[config.mk]
export PLATFORM = sky130hd
export DESIGN_NAME = cgra_cell
export DESIGN_NICKNAME = d
export VERILOG_FILES = /design/src/rtl/cgra_cell_pkg.sv /design/src/rtl/cgra_cfg_regs.sv /design/src/rtl/cgra_opnd_sel.sv /design/src/rtl/cgra_alu.sv /design/src/rtl/cgra_cell.sv
export SDC_FILE = /design/constraint.sdc
export NUM_CORES = 1
export LEC_CHECK = 0
export CORE_ASPECT_RATIO = 1.4
export CORE_UTILIZATION = 55
export DETAILED_ROUTE_END_ITERATION = 10
export DONT_BUFFER_PORTS = 1
export PLACE_DENSITY_LB_ADDON = 0.15
export REMOVE_ABC_BUFFERS = 1
export SYNTH_ARGS = -nofsm -noshare
export SYNTH_HDL_FRONTEND = slang
export SYNTH_SLANG_ARGS = --single-unit
export TNS_END_PERCENT = 50
[constraint.sdc]
create_clock -name clk -period 7.39 [get_ports clk]
set_input_delay 0 -clock clk [delete_from_list [all_inputs] [get_ports clk]]
set_output_delay 0 -clock clk [all_outputs]
set_load 0.03 [all_outputs]
[src/rtl/cgra_cell_pkg.sv]
package cgra_cell_pkg;

   typedef enum logic [2:0] {
      OP_IDLE = 3'd0,
      OP_PASS = 3'd1,
      OP_ADD  = 3'd2,
      OP_MUL  = 3'd3,
      OP_AND  = 3'd4,
      OP_OR   = 3'd5,
      OP_SRL  = 3'd6,
      OP_HOLD = 3'd7
   } op_e;

   localparam int VAR_VERT  = 0;
   localparam int VAR_CONST = 1;

   localparam int OP_W  = 3;
   localparam int SEL_W = 2;

endpackage

[src/rtl/cgra_cfg_regs.sv]
module cgra_cfg_regs #(
   parameter int DW        = 16,
   parameter int CTRL_W    = 11,
   parameter int HAS_CONST = 0
) (
   input  logic              clk,
   input  logic              rst_n,
   input  logic              cfg_we,
   input  logic [1:0]        cfg_addr,
   input  logic [DW-1:0]     cfg_wdata,
   output logic [CTRL_W-1:0] ctrl_o,
   output logic [DW-1:0]     const_l_o,
   output logic [DW-1:0]     const_r_o
);

   logic unused_cfg;
   assign unused_cfg = ^cfg_wdata;

   always_ff @(posedge clk) begin
      if (!rst_n) begin
         ctrl_o <= '0;
      end else if (cfg_we && cfg_addr == 2'd0) begin
         ctrl_o <= cfg_wdata[CTRL_W-1:0];
      end
   end

   generate
      if (HAS_CONST != 0) begin : g_const
         always_ff @(posedge clk) begin
            if (!rst_n) begin
               const_l_o <= '0;
               const_r_o <= '0;
            end else if (cfg_we) begin
               if (cfg_addr == 2'd1) const_l_o <= cfg_wdata;
               if (cfg_addr == 2'd2) const_r_o <= cfg_wdata;
            end
         end
      end else begin : g_noconst
         assign const_l_o = '0;
         assign const_r_o = '0;
      end
   endgenerate

   // writes to any address other than 0 leave the control word alone
   p_ctrl_keep_r10: assert property (@(posedge clk) disable iff (!rst_n)
      (cfg_we && cfg_addr != 2'd0) |=> $stable(ctrl_o));

endmodule

[src/rtl/cgra_opnd_sel.sv]
module cgra_opnd_sel import cgra_cell_pkg::*; #(
   parameter int DW        = 16,
   parameter int SIDE_N    = 3,
   parameter int SLOT_W    = 2,
   parameter int VARIANT   = VAR_VERT,
   parameter int FIRST_ROW = 0
) (
   input  logic                 clk,
   input  logic                 rst_n,
   input  logic [SEL_W-1:0]     sel,
   input  logic [SLOT_W-1:0]    slot,
   input  logic [DW-1:0]        up,
   input  logic [DW-1:0]        far2,
   input  logic [DW-1:0]        far3,
   input  logic [DW-1:0]        first,
   input  logic [SIDE_N*DW-1:0] side,
   input  logic [DW-1:0]        cst,
   output logic [DW-1:0]        opnd
);

   logic [DW-1:0] side_val;
   logic          unused_sel;

   assign unused_sel = ^{up, far2, far3, first, side, cst, sel, slot, clk, rst_n};

   always_comb begin
      side_val = '0;
      for (int i = 0; i < SIDE_N; i++) begin
         if (int'(slot) == i) side_val = side[i*DW +: DW];
      end
   end

   generate
      if (VARIANT == VAR_CONST) begin : g_const
         assign opnd = sel[0] ? cst : first;
      end else if (FIRST_ROW != 0) begin : g_top
         assign opnd = first;
      end else begin : g_vert
         always_comb begin
            case (sel)
               2'd0:    opnd = up;
               2'd1:    opnd = far2;
               2'd2:    opnd = far3;
               default: opnd = side_val;
            endcase
         end

         // a field index past the packed inputs yields zero
         p_slot_zero_r8: assert property (@(posedge clk) disable iff (!rst_n)
            (sel == 2'd3 && int'(slot) >= SIDE_N) |-> opnd == '0);
      end
   endgenerate

endmodule

[src/rtl/cgra_alu.sv]
module cgra_alu import cgra_cell_pkg::*; #(
   parameter int DW = 16
) (
   input  op_e           op,
   input  logic [DW-1:0] a,
   input  logic [DW-1:0] b,
   output logic [DW-1:0] y,
   output logic          hold
);

   localparam int SH_W = $clog2(DW);

   always_comb begin
      hold = 1'b0;
      y    = '0;
      case (op)
         OP_PASS: y = a;
         OP_ADD:  y = a + b;
         OP_MUL:  y = a * b;
         OP_AND:  y = a & b;
         OP_OR:   y = a | b;
         OP_SRL:  y = a >> b[SH_W-1:0];
         default: hold = 1'b1;
      endcase
   end

endmodule

[src/rtl/cgra_cell.sv]
module cgra_cell import cgra_cell_pkg::*; #(
   parameter int DW        = 16,
   parameter int SIDE_N    = 3,
   parameter int VARIANT   = VAR_VERT,
   parameter int FIRST_ROW = 0
) (
   input  logic                 clk,
   input  logic                 rst_n,
   input  logic                 cfg_we,
   input  logic [1:0]           cfg_addr,
   input  logic [DW-1:0]        cfg_wdata,
   input  logic [DW-1:0]        up1_i,
   input  logic [DW-1:0]        up2_i,
   input  logic [DW-1:0]        up3_i,
   input  logic [SIDE_N*DW-1:0] side_l_i,
   input  logic [SIDE_N*DW-1:0] side_r_i,
   output logic [DW-1:0]        res_o
);

   localparam int SLOT_W    = (SIDE_N > 1) ? $clog2(SIDE_N) : 1;
   localparam int SELL_LSB  = OP_W;
   localparam int SELR_LSB  = SELL_LSB + SEL_W;
   localparam int SLOTL_LSB = SELR_LSB + SEL_W;
   localparam int SLOTR_LSB = SLOTL_LSB + SLOT_W;
   localparam int CTRL_W    = SLOTR_LSB + SLOT_W;

   generate
      if (DW < CTRL_W || DW < 4) begin : g_bad_width
         $error("cgra_cell: DW too small for the control word");
      end
      if (SIDE_N < 2) begin : g_bad_side
         $error("cgra_cell: SIDE_N must be at least 2");
      end
      if (VARIANT != VAR_VERT && VARIANT != VAR_CONST) begin : g_bad_var
         $error("cgra_cell: unknown VARIANT");
      end
   endgenerate

   logic [CTRL_W-1:0] ctrl;
   logic [DW-1:0]     const_l, const_r;
   logic [DW-1:0]     opnd_l, opnd_r, alu_y;
   logic              alu_hold;
   op_e               op;

   assign op = op_e'(ctrl[OP_W-1:0]);

   cgra_cfg_regs #(
      .DW(DW), .CTRL_W(CTRL_W), .HAS_CONST(VARIANT == VAR_CONST ? 1 : 0)
   ) u_cfg (
      .clk(clk), .rst_n(rst_n), .cfg_we(cfg_we), .cfg_addr(cfg_addr),
      .cfg_wdata(cfg_wdata), .ctrl_o(ctrl), .const_l_o(const_l),
      .const_r_o(const_r)
   );

   cgra_opnd_sel #(
      .DW(DW), .SIDE_N(SIDE_N), .SLOT_W(SLOT_W), .VARIANT(VARIANT),
      .FIRST_ROW(FIRST_ROW)
   ) u_sel_l (
      .clk(clk), .rst_n(rst_n),
      .sel(ctrl[SELL_LSB +: SEL_W]), .slot(ctrl[SLOTL_LSB +: SLOT_W]),
      .up(up1_i), .far2(up2_i), .far3(up3_i), .first(up1_i),
      .side(side_l_i), .cst(const_l), .opnd(opnd_l)
   );

   cgra_opnd_sel #(
      .DW(DW), .SIDE_N(SIDE_N), .SLOT_W(SLOT_W), .VARIANT(VARIANT),
      .FIRST_ROW(FIRST_ROW)
   ) u_sel_r (
      .clk(clk), .rst_n(rst_n),
      .sel(ctrl[SELR_LSB +: SEL_W]), .slot(ctrl[SLOTR_LSB +: SLOT_W]),
      .up(up1_i), .far2(up2_i), .far3(up3_i), .first(up2_i),
      .side(side_r_i), .cst(const_r), .opnd(opnd_r)
   );

   cgra_alu #(.DW(DW)) u_alu (
      .op(op), .a(opnd_l), .b(opnd_r), .y(alu_y), .hold(alu_hold)
   );

   always_ff @(posedge clk) begin
      if (!rst_n) begin
         res_o <= '0;
      end else if (!alu_hold) begin
         res_o <= alu_y;
      end
   end

   // idle codes freeze the output register
   p_idle_hold_r2: assert property (@(posedge clk) disable iff (!rst_n)
      (op == OP_IDLE || op == OP_HOLD) |=> $stable(res_o));

   // pass forwards the selected left operand one edge later
   p_pass_fwd_r3: assert property (@(posedge clk) disable iff (!rst_n)
      (op == OP_PASS) |=> res_o == $past(opnd_l));

   // an AND result never sets a bit absent from the left operand
   p_and_subset_r5: assert property (@(posedge clk) disable iff (!rst_n)
      (op == OP_AND) |=> (res_o & ~$past(opnd_l)) == '0);

   // a logical right shift never grows the value
   p_srl_shrink_r6: assert property (@(posedge clk) disable iff (!rst_n)
      (op == OP_SRL) |=> res_o <= $past(opnd_l));

endmodule

==> flow_metrics.py <==
metrics = {
    "logic_synthesis": {
        "synth_compound_area_share_pct": 23.0,
        "synthArstFlopShare_pct": 0,
        "ys.flop_type": "dfxtp_1",
        "syn_area_um2": 8470,
        "ys_seq_elements": 27,
        "ys.warnings.count": 0,
        "syn_inst": 1089,
        "seq_area_frac_synth_pct": 6.38,
        "synth_simple_gate_area_share_pct": 12.6,
        "synth.area.mux_share_pct": 10.7,
        "yosysTopAreaCell": "fa_1",
        "synth-edff-count": 0,
        "synth.area.top_cells": "fa_1 (19%), ha_1 (12%), inv_1 (7.0%), dfxtp_1 (6.4%), nor2_1 (5.4%)",
        "synthDistinctLibCells": 62,
        "syn_area_per_cell_um2": 7.78,
        "synthAdderAreaFrac_pct": 31.2,
        "synth_top_family_by_area": "adder cells",
        "synth.top_cell.area_share_pct": 18.9,
        "synthXorXnorAreaFrac_pct": 5.38,
    },
    "setup_path": {
        "path_class": "flip-flop to flip-flop",
        "path_common_cell": "fa_1",
        "r2r_setup_slack_ps": 240,
        "crit_chain": "inv_1 -> a221o_1 -> a21oi_4 -> inv_4 -> ha_1 -> inv_1 -> fa_1 -> fa_1 -> inv_1 -> fa_1 -> fa_1 -> inv_1 -> fa_1 -> fa_1 -> xor2_1 -> xnor2_1 -> xnor2_1 -> xnor2_1 -> xnor2_1 -> xnor3_1 -> xnor3_1 -> xnor2_1 -> nand2_1 -> a21oi_2",
        "cpLargestDelayFamily": "adder cells",
        "slowest_delay_ps": 550,
        "endpoint_kind": "flip-flop",
        "crit_path_top_delay_cell": "dfxtp_1",
        "crit_required_ps": 7590,
        "cp.arrival_ps": 7350,
        "cp_max_fo": 9,
        "path_buf_inv": 5,
        "critPathLaunchType": "flip-flop",
    },
    "clocking": {
        "cts.sinks": 27,
        "cts_max_level": 1,
        "cts_buffer_depth": 2,
        "path_clk_slew_ps": 60,
        "cts_tree": "done",
        "clk_latency_ps": 260,
        "cts_root_buf": "clkbuf_16",
        "post_cts_buffers": 0,
        "cts_made_buffers": 3,
    },
    "timing": {
        "finalSetupViolCount": 0,
        "rsz0062_at_grt": "false",
        "fmax_ghz": 0.140,
        "skew_ps": 2.38,
        "hold_viol_final": 0,
        "worst_pin_slew_ps": 1060,
        "min_period_over_period_pct": 96.8,
        "slew_headroom_pct": 29.5,
        "final_max_slew_viol_count": 0,
        "layout_min_cycle_time_ps": 7150,
    },
    "grt": {
        "grt_max_degree": 33,
        "grt_usage_pct": 36.5,
        "antenna_found_initial": 1,
        "grt_pass1_vias": 8173,
        "grt_first_pass_wirelength_um": 44100,
        "grt_overflow_total": 0,
    },
    "drt": {
        "vias_per_cell": 6.21,
        "wl_per_cell_um": 22.3,
        "ant_nets": 0,
        "routed_wl_um": 28500,
        "drt-initial-drc-count": 543,
        "drc": 0,
        "dr_total_vias": 7959,
        "dr.pass1.iters": 5,
    },
    "final_layout": {
        "finalNetCount": 1417,
        "areaGrowthSynthToFinish_pct": 5.91,
        "design_area_um2": 8970,
        "fin_cells": 1281,
        "drive_gt1_share_pct": 9.74,
    },
    "floorplan": {
        "rows": 53,
        "num_io_pins": 181,
        "die-area_um2": 15900,
        "core-area_um2": 15100,
        "die_w_um": 107,
        "die_h_um": 149,
        "start_util_pct": 56.3,
    },
    "power_and_ir_drop": {
        "power.leakage_nw": 4.08,
        "vdd_drop_max_v": 0.000454,
        "power.density_nw_per_um2": 388,
        "p_total_mw": 3.48,
    },
    "hold_path": {
        "hold_class": "input pin to flip-flop",
    },
    "place": {
        "dp_cells": 1264,
        "place_area_um2": 8770,
        "dp_hpwl_um": 23500,
        "gp_congestion": 1.01,
        "place.port_buffers": 0,
    },
    "run": {
        "cap_violations": 0,
    },
    "status": {
        "outcome": "completed",
    },
}
## report_power, final
group | leakage (nW) | internal [mW] | switching, mW
clock | 0.0382 | 0.0737 | 0.0469
combinational | 3.82 | 1.29 | 1.88
sequential | 0.220 | 0.156 | 0.0273
total | 4.08 | 1.52 | 1.96
## through the flow
step	TNS [ps]	hold slack (ps)	utilization, %	worst slack [ps]
2_1_floorplan	-634	136	-	-244
5_1_grt	0	228	59.6	41.4
6_report	0	188	59.6	238
3_3_place_gp	0	145	58.3	336
3_5_place_dp	0	142	58.3	319
4_1_cts	0	173	59.6	303
## tightest hold or removal path: stages
cell and delay, ps:
and2_1 220, nand2_1 100, a21boi_0 60
## what timing repair did
| action | 4_1_cts | 5_1_grt |
|---|---|---|
| endpoints found under the hold margin | 27 | 0 |
| hold buffers | 12 | 0 |
| resized for setup | 0 | 0 |
## cell usage in the layout (no fill, tap or decap), types with 5 or more instances in the layout
cell and instances:
mux2_2 27, a21o_1 12, a21oi_1 49, mux2_1 6, a21boi_0 13, a211oi_1 5
o21a_1 22, nand3_1 6, dfxtp_1 27, a22oi_1 5, fa_1 80, xnor2_1 34
nor2_1 122, o22ai_1 9, o211ai_1 17, a221oi_1 11, nand2_1 117, dlygate4sd3_1 12
a31oi_1 8, xor2_1 11, buf_4 39, ha_1 83, mux2i_1 45, a221o_1 25
and3_1 5, inv_1 159, o21ai_0 61, a21oi_4 5
## routing by layer
layer	track usage, %	vias to the layer above	wire, um
met2	65.5	380	14400
met3	8.26	101	2240
met1	38.9	3818	10100
li1	-	3660	-
met4	21.2	0	1830
met5	0	-	0
## cell type report
cell class	count	area, um2
Antenna cell	1	2.50
Clock buffer	4	78.8
Fill cell	1432	6080
Inverter	165	623
Multi-Input combinational cell	838	7010
Sequential cell	27	541
Tap cell	192	240
Timing Repair Buffer	54	473
## cells in the mapped netlist (all sizes together), types with 6 or more instances
cell type / count
a221oi: 11
a21boi: 13
a21o: 12
a21oi: 58
clkbuf: 24
nand2: 118
a221o: 25
nand3: 6
xor2: 11
xnor2: 35
o22ai: 11
o211ai: 17
mux2: 34
o21ai: 67
o21a: 22
mux2i: 45
ha: 83
fa: 80
nor2: 123
buf: 35
inv: 164
a31oi: 8
dfxtp: 27
## flip-flops by register name (all words and copies together) (netlist names)
name and flops:
res_o 16, u_cfg.ctrl_o 11
## final timing paths
path,endpoint,start,cells after the start
min,u_cfg.ctrl_o[5]$_SDFFE_PN0P_,cfg_we,3
min reg2reg,u_cfg.ctrl_o[3]$_SDFFE_PN0P_,u_cfg.ctrl_o[3]$_SDFFE_PN0P_,2
max reg2reg,res_o[15]$_SDFFE_PN0P_,u_cfg.ctrl_o[4]$_SDFFE_PN0P_,24
max,res_o[15]$_SDFFE_PN0P_,u_cfg.ctrl_o[4]$_SDFFE_PN0P_,24
## cells by family (layout without fill, tap and decap cells)
| logic type | after synthesis | count (layout) |
|---|---|---|
| AO/OA/AOI/OAI | 277 | 277 |
| XOR/XNOR | 48 | 48 |
| adder cells (fa/ha/maj) | 163 | 163 |
| buffers and inverters | 224 | 223 |
| flip-flops | 27 | 27 |
| multiplexers | 82 | 82 |
| other | 0 | 1 |
| AND/OR/NAND/NOR | 268 | 268 |
(Power assumes the default switching activity.)
